[src/rtl/irq_pkg.sv]
package irq_pkg;
  localparam int REG_W = 8;
  localparam logic [1:0] ADDR_EN   = 2'd0;
  localparam logic [1:0] ADDR_VFLG = 2'd1;
  localparam logic [1:0] ADDR_KFLG = 2'd2;
  localparam logic [1:0] ADDR_MODE = 2'd3;
  localparam int QZ_BIT = 4;
  typedef enum logic {EDGE_RISE = 1'b0, EDGE_FALL = 1'b1} edge_sel_e;
endpackage

[src/rtl/irq_pin_qual.sv]
module irq_pin_qual #(
  parameter int   FILT_LEN = 4,
  parameter logic RST_LVL  = 1'b0
) (
  input  logic clk,
  input  logic rst_n,
  input  logic pin_i,
  output logic rise_o,
  output logic fall_o
);
  localparam int CW = (FILT_LEN > 1) ? $clog2(FILT_LEN) : 1;
  localparam logic [CW-1:0] CNT_MAX = CW'(FILT_LEN - 1);

  logic [1:0]    sync_q;
  logic          level_q;
  logic [CW-1:0] cnt_q;
  logic          seen;
  logic          update;

  assign seen   = sync_q[1];
  assign update = (seen != level_q) && (cnt_q == CNT_MAX);

  always_ff @(posedge clk or negedge rst_n) begin
    if (!rst_n) begin
      sync_q  <= {2{RST_LVL}};
      level_q <= RST_LVL;
      cnt_q   <= '0;
      rise_o  <= 1'b0;
      fall_o  <= 1'b0;
    end else begin
      sync_q <= {sync_q[0], pin_i};
      rise_o <= update & seen;
      fall_o <= update & ~seen;
      if (seen == level_q) begin
        cnt_q <= '0;
      end else if (update) begin
        level_q <= seen;
        cnt_q   <= '0;
      end else begin
        cnt_q <= cnt_q + 1'b1;
      end
    end
  end


  filt_hold_chk: assert property (@(posedge clk) disable iff (!rst_n)
    !$stable(level_q) |-> $past(cnt_q) == CNT_MAX);
endmodule

[src/rtl/irq_flag_bank.sv]
module irq_flag_bank #(
  parameter int N = 6
) (
  input  logic         clk,
  input  logic         rst_n,
  input  logic [N-1:0] set_i,
  input  logic [N-1:0] clr_i,
  output logic [N-1:0] flag_o
);
  always_ff @(posedge clk or negedge rst_n) begin
    if (!rst_n) flag_o <= '0;
    else        flag_o <= (flag_o & ~clr_i) | set_i;
  end

  for (genvar b = 0; b < N; b++) begin : g_chk

    flag_set_chk: assert property (@(posedge clk) disable iff (!rst_n)
      set_i[b] |=> flag_o[b]);

    flag_clr_chk: assert property (@(posedge clk) disable iff (!rst_n)
      clr_i[b] && !set_i[b] |=> !flag_o[b]);
  end
endmodule

[src/rtl/irq_prio.sv]
module irq_prio #(
  parameter int N  = 6,
  parameter int IW = 3
) (
  input  logic [N-1:0]  req_i,
  output logic          valid_o,
  output logic [IW-1:0] id_o,
  output logic [N-1:0]  grant_o
);
  always_comb begin
    id_o    = '0;
    grant_o = '0;
    for (int i = N - 1; i >= 0; i--) begin
      if (req_i[i]) begin
        id_o    = IW'(i);
        grant_o = N'(1) << i;
      end
    end
    valid_o = |req_i;
  end


  always_comb begin
    if (valid_o) begin
      prio_win_chk: assert ((req_i & ((N'(1) << id_o) - N'(1))) == '0 && req_i[id_o]);
    end
  end
endmodule

[src/rtl/irq_edge_unit.sv]
module irq_edge_unit
  import irq_pkg::*;
#(
  parameter int N_KEY    = 8,
  parameter int N_TMR    = 3,
  parameter int FILT_LEN = 4
) (
  input  logic             clk,
  input  logic             rst_n,
  input  logic [3:0]       ext_pin_i,
  input  logic [N_KEY-1:0] key_pin_i,
  input  logic [N_TMR-1:0] tmr_pulse_i,
  input  logic             reg_wr_i,
  input  logic [1:0]       reg_addr_i,
  input  logic [REG_W-1:0] reg_wdata_i,
  output logic [REG_W-1:0] reg_rdata_o,
  output logic             vec_valid_o,
  output logic [2:0]       vec_id_o,
  input  logic             vec_ack_i
);
  localparam int N_VEC = 3 + N_TMR;
  localparam int IW    = 3;

  logic [3:0]       ext_rise, ext_fall;
  logic [N_KEY-1:0] key_rise, key_fall;
  logic [1:0]       mode_q;
  logic [N_VEC-1:0] en_q, vflag, vset, vclr, grant;
  logic [N_KEY-1:0] kflag, kclr;
  logic [0:0]       qflag, qclr;
  logic [1:0]       sel_hit;
  logic             wr_en, wr_vf, wr_kf, wr_md;

  for (genvar p = 0; p < 4; p++) begin : g_ext
    irq_pin_qual #(.FILT_LEN(FILT_LEN), .RST_LVL(1'b0)) u_q (
      .clk(clk), .rst_n(rst_n), .pin_i(ext_pin_i[p]),
      .rise_o(ext_rise[p]), .fall_o(ext_fall[p]));
  end

  for (genvar k = 0; k < N_KEY; k++) begin : g_key
    irq_pin_qual #(.FILT_LEN(FILT_LEN), .RST_LVL(1'b1)) u_q (
      .clk(clk), .rst_n(rst_n), .pin_i(key_pin_i[k]),
      .rise_o(key_rise[k]), .fall_o(key_fall[k]));
  end

  for (genvar s = 0; s < 2; s++) begin : g_sel
    assign sel_hit[s] = (mode_q[s] == EDGE_FALL) ? ext_fall[s] : ext_rise[s];
  end

  assign wr_en = reg_wr_i && reg_addr_i == ADDR_EN;
  assign wr_vf = reg_wr_i && reg_addr_i == ADDR_VFLG;
  assign wr_kf = reg_wr_i && reg_addr_i == ADDR_KFLG;
  assign wr_md = reg_wr_i && reg_addr_i == ADDR_MODE;

  always_ff @(posedge clk or negedge rst_n) begin
    if (!rst_n) begin
      en_q   <= '0;
      mode_q <= '0;
    end else begin
      if (wr_en) en_q   <= reg_wdata_i[N_VEC-1:0];
      if (wr_md) mode_q <= reg_wdata_i[1:0];
    end
  end

  assign vset = {tmr_pulse_i, ext_rise[3] | ext_fall[3], sel_hit};
  assign vclr = (wr_vf ? reg_wdata_i[N_VEC-1:0] : '0)
              | ((vec_ack_i && vec_valid_o) ? grant : '0);
  assign kclr = wr_kf ? reg_wdata_i[N_KEY-1:0] : '0;
  assign qclr = wr_md ? reg_wdata_i[QZ_BIT] : 1'b0;

  irq_flag_bank #(.N(N_VEC)) u_vflags (
    .clk(clk), .rst_n(rst_n), .set_i(vset), .clr_i(vclr), .flag_o(vflag));
  irq_flag_bank #(.N(N_KEY)) u_kflags (
    .clk(clk), .rst_n(rst_n), .set_i(key_fall), .clr_i(kclr), .flag_o(kflag));
  irq_flag_bank #(.N(1)) u_qflag (
    .clk(clk), .rst_n(rst_n), .set_i(ext_rise[2]), .clr_i(qclr), .flag_o(qflag));

  irq_prio #(.N(N_VEC), .IW(IW)) u_prio (
    .req_i(vflag & en_q), .valid_o(vec_valid_o), .id_o(vec_id_o), .grant_o(grant));

  always_comb begin
    reg_rdata_o = '0;
    case (reg_addr_i)
      ADDR_EN:   reg_rdata_o[N_VEC-1:0] = en_q;
      ADDR_VFLG: reg_rdata_o[N_VEC-1:0] = vflag;
      ADDR_KFLG: reg_rdata_o[N_KEY-1:0] = kflag;
      default: begin
        reg_rdata_o[1:0]    = mode_q;
        reg_rdata_o[QZ_BIT] = qflag[0];
      end
    endcase
  end


  ack_retire_chk: assert property (@(posedge clk) disable iff (!rst_n)
    vec_ack_i && vec_valid_o |=> !vflag[$past(vec_id_o)] || $past(vset[vec_id_o]));
endmodule

[config.mk]
export PLATFORM = sky130hd
export DESIGN_NAME = irq_edge_unit
export DESIGN_NICKNAME = d
export VERILOG_FILES = /design/src/rtl/irq_pkg.sv /design/src/rtl/irq_pin_qual.sv /design/src/rtl/irq_flag_bank.sv /design/src/rtl/irq_prio.sv /design/src/rtl/irq_edge_unit.sv
export SDC_FILE = /design/constraint.sdc
export NUM_CORES = 1
export LEC_CHECK = 0
export CELL_PAD_IN_SITES_DETAIL_PLACEMENT = 0
export CELL_PAD_IN_SITES_GLOBAL_PLACEMENT = 1
export CORE_MARGIN = 1.5
export CORE_UTILIZATION = 48
export CTS_BUF_LIST = sky130_fd_sc_hd__clkbuf_4 sky130_fd_sc_hd__clkbuf_8
export DETAILED_ROUTE_END_ITERATION = 7
export PLACE_DENSITY_LB_ADDON = 0.1
export SETUP_SLACK_MARGIN = 0.2
export SLEW_MARGIN = 15
export SYNTH_ARGS = -nofsm -noshare
export SYNTH_HDL_FRONTEND = slang
export SYNTH_SLANG_ARGS = --single-unit
[constraint.sdc]
create_clock -name clk -period 2.1 [get_ports clk]
set_input_delay 0.63 -clock clk [delete_from_list [all_inputs] [get_ports clk]]
set_output_delay 0.63 -clock clk [all_outputs]
set_load 0.02 [all_outputs]
==> impl_metrics.ini <==
[status]
status = finished with violations
violations = setup timing

[worst_setup_path]
r2r_start = en_q[1]
critPathMaxStageDelay_ns = 0.52
worstPathRequired_ns = 1.47
cp_max_fo = 6
criticalPathCategory = input port to output port
crit_path_start_kind = input port
rrSetupSlack_ns = 0.34
arrival_ns = 1.49
cp-end-kind = output port
slowest_stage = mux4_2
r2r_end = u_vflags.flag_o[5]
worstPathCellList = buf_6, buf_8, mux4_2, buf_6
cpMostUsedCell = buf_6
reg2reg_depth = 7

[yosys]
synth-seq-cells = 98
syn_area_per_cell_sq_um = 14.3
synth_async_sr_flop_share_pct = 100
yosys_warnings = 0
netlist-cell-type-count = 33
syn_area_sq_um = 3780
ys_seq_area_share_pct = 65.7
synth-edff-count = 0
syn_inst = 264
synthFlopType = dfrtp_1
syn-num-nets = 305

[grt]
grt_pass1_wl_mm = 10.8
track_usage_pct = 16.7
grt_max_degree = 35
antenna_found_initial = 0
grt_pass1_vias = 2262
overflow = 0

[layout]
syn2layout_area_growth_pct = 27.7
antenna_cells = 0
final_core_util_pct = 62.7
finalNetCount = 385
post_layout_nonfiller_instances = 451
drive_gt1_share_pct = 37.8

[placement]
dpl.cell_count = 429
gp_congestion = 0.786
port_buffers = 40
post-dp-hpwl_mm = 4.39

[pwr]
internal_power_mw = 3.92
peakVddDrop_v = 0.000575
p_leak_nw = 2.28
power_mw = 5.43
switchingPower_mw = 1.51
clkPwrFrac_pct = 22.5
seqPwrFrac_pct = 50.3
switching_share_pct = 27.8
powerDensity_nw_per_um2 = 1130
pwr-share-comb_pct = 27.1

[die]
die_w_um = 91.7
core_region_area_sq_um = 7690
fp-row-count = 32
design.die.area_sq_um = 8410
pin_count = 41
initial_core_util_pct = 49.1
die_y_um = 91.7

[drt]
vias_per_cell = 5.00
drcViolationCount = 0
totalWireLength_mm = 6.24
drtIter0Drc = 68
num_vias = 2253
dr.pass1.iters = 4
route.detailed.wl_per_inst_um = 13.8
ant_nets = 0

[timing]
setup_violations = 3
min_period_ns = 2.12
hold_viol_final = 0
tightest_slew_ns = 0.456
rsz0062_at_grt = true
timing.final.ws_setup_ns = -0.0218
fin_skew_ns = 0.00844
slew-limit-headroom_pct = 69.6
drv_slew = 0
fmax_mhz = 471
period_share_pct = 101

[clock_network]
cts_tree = yes
cts_buffer_depth = 2
root_buffer = clkbuf_8
clk_pin_slew_ns = 0.08
cts_max_level = 3
cts.sinks = 98
cts-hold-fix-buffers = 0
cts_buffers = 9
clk_latency_ns = 0.35

[worst_hold_path]
hold_path.class = input port to async pin

[job]
max-cap-violations = 0
==> metrics by stage <==
step           hold slack, ns  TNS, ns  instance area (sq um)  setup slack, ns
5_1_grt                 0.232   -0.251                   4820          -0.0589
4_1_cts                 0.220   -0.101                   4770          -0.0229
2_1_floorplan           0.331        0                   3780           0.0678
3_5_place_dp            0.335    -8.63                   4500           -0.922
6_report                0.222  -0.0538                   4820          -0.0218
3_3_place_gp            0.333    -8.41                   4500           -0.928
==> flip-flops by register name, indices dropped and copies added (netlist names) <==
register           cells
g_key.u_q.cnt_q       16
mode_q                 2
u_kflags.flag_o        8
u_vflags.flag_o        6
g_ext.u_q.level_q      4
u_qflag.flag_o         1
g_ext.u_q.fall_o       3
g_key.u_q.level_q      8
g_ext.u_q.sync_q       8
g_ext.u_q.rise_o       4
g_key.u_q.fall_o       8
en_q                   6
g_ext.u_q.cnt_q        8
g_key.u_q.sync_q      16
==> kinds of logic after synthesis <==
logic type	Yosys count	synth area share, %
DFF	98	65.7
and+or+nand+nor	84	12.7
AOI/OAI and AO/OA	26	5.07
muxes	26	8.74
xor gates and xnor gates	12	2.78
adders and majority gates	12	3.97
buffers and inverters	6	1.06
==> cells in the mapped netlist (all sizes together) (3+ instances only) <==
cell | count | area [sq um]
nor2b | 8 | 50.1
and3b | 10 | 87.6
a31o | 5 | 43.8
a21o | 9 | 67.6
nand2 | 26 | 97.6
o21ai | 5 | 25.0
nor3b | 7 | 57.6
buf | 4 | 32.5
and2 | 10 | 65.1
nor2 | 5 | 18.8
nand3 | 6 | 30.0
xor2 | 5 | 43.8
dfstp | 24 | 631
xnor2 | 7 | 61.3
mux4 | 3 | 75.1
ha | 12 | 150
mux2i | 3 | 30.0
mux2 | 20 | 225
a22oi | 4 | 30.0
dfrtp | 74 | 1850
nor3 | 7 | 35.0
==> per-layer routing <==
| metal | part of all wire (%) | GRT usage (%) | vias up |
|---|---|---|---|
| met4 | 1.2 | 6.28 | 0 |
| met5 | 0 | 0 | - |
| met1 | 48 | 22.3 | 1128 |
| li1 | - | - | 1079 |
| met3 | 4.1 | 4.98 | 7 |
| met2 | 47 | 25.8 | 39 |
==> cells in the final DEF, fill, tap and decap left out, types with 9 or more instances in the layout <==
master / netlist / layout
buf_4: 0 / 27
buf_6: 2 / 18
nand2_1: 26 / 25
dfrtp_1: 74 / 73
ha_1: 12 / 12
a21o_1: 9 / 9
mux2_2: 20 / 20
clkdlybuf4s50_1: 0 / 25
clkbuf_8: 0 / 10
and3b_1: 10 / 10
dfstp_2: 24 / 24
==> how the worst max path moves through the flow <==
stage                        from              to  slack (ns)  depth (start not counted)
6_report            reg_addr_i[0]  reg_rdata_o[1]       -0.02                          4
5_1_grt        u_vflags.flag_o[4]  reg_rdata_o[4]       -0.06                          3
4_1_cts             reg_addr_i[0]  reg_rdata_o[1]       -0.02                          4
3_5_place_dp        reg_addr_i[0]  reg_rdata_o[0]       -0.92                          4
3_3_place_gp        reg_addr_i[0]  reg_rdata_o[0]       -0.93                          4
2_1_floorplan       reg_addr_i[1]  reg_rdata_o[2]        0.07                          3
==> final cells by class <==
class                           count  area (sq um)
Timing Repair Buffer               73           711
Inverter                            2          7.51
Fill cell                         642          2870
Sequential cell                    98          2480
Clock buffer                       12           153
Clock inverter                      4          51.3
Multi-Input combinational cell    160          1290
Tap cell                          102           128
==> critical path, delay by kind of cell <==
kind | cells | cell delay [ns]
mux | 1 | 0.52
buf+inv | 3 | 0.34
==> power by group through the flow <==
stage / combinational [mW] / sequential (mW) / clock (mW)
2_1_floorplan: 0.871 / 2.69 / 0
3_3_place_gp: 1.34 / 2.74 / 0
3_5_place_dp: 1.37 / 2.76 / 0
4_1_cts: 1.44 / 2.73 / 1.27
5_1_grt: 1.67 / 2.80 / 1.34
6_report: 1.47 / 2.73 / 1.22
==> repair_timing <==
| item | 4_1_cts | 5_1_grt |
|---|---|---|
| resized for setup | 95 | 15 |
| pin swaps | 8 | 6 |
| endpoints found under the setup margin | 12 | 12 |
| buffers inserted | 4 | 2 |
(Power assumes the default switching activity.)
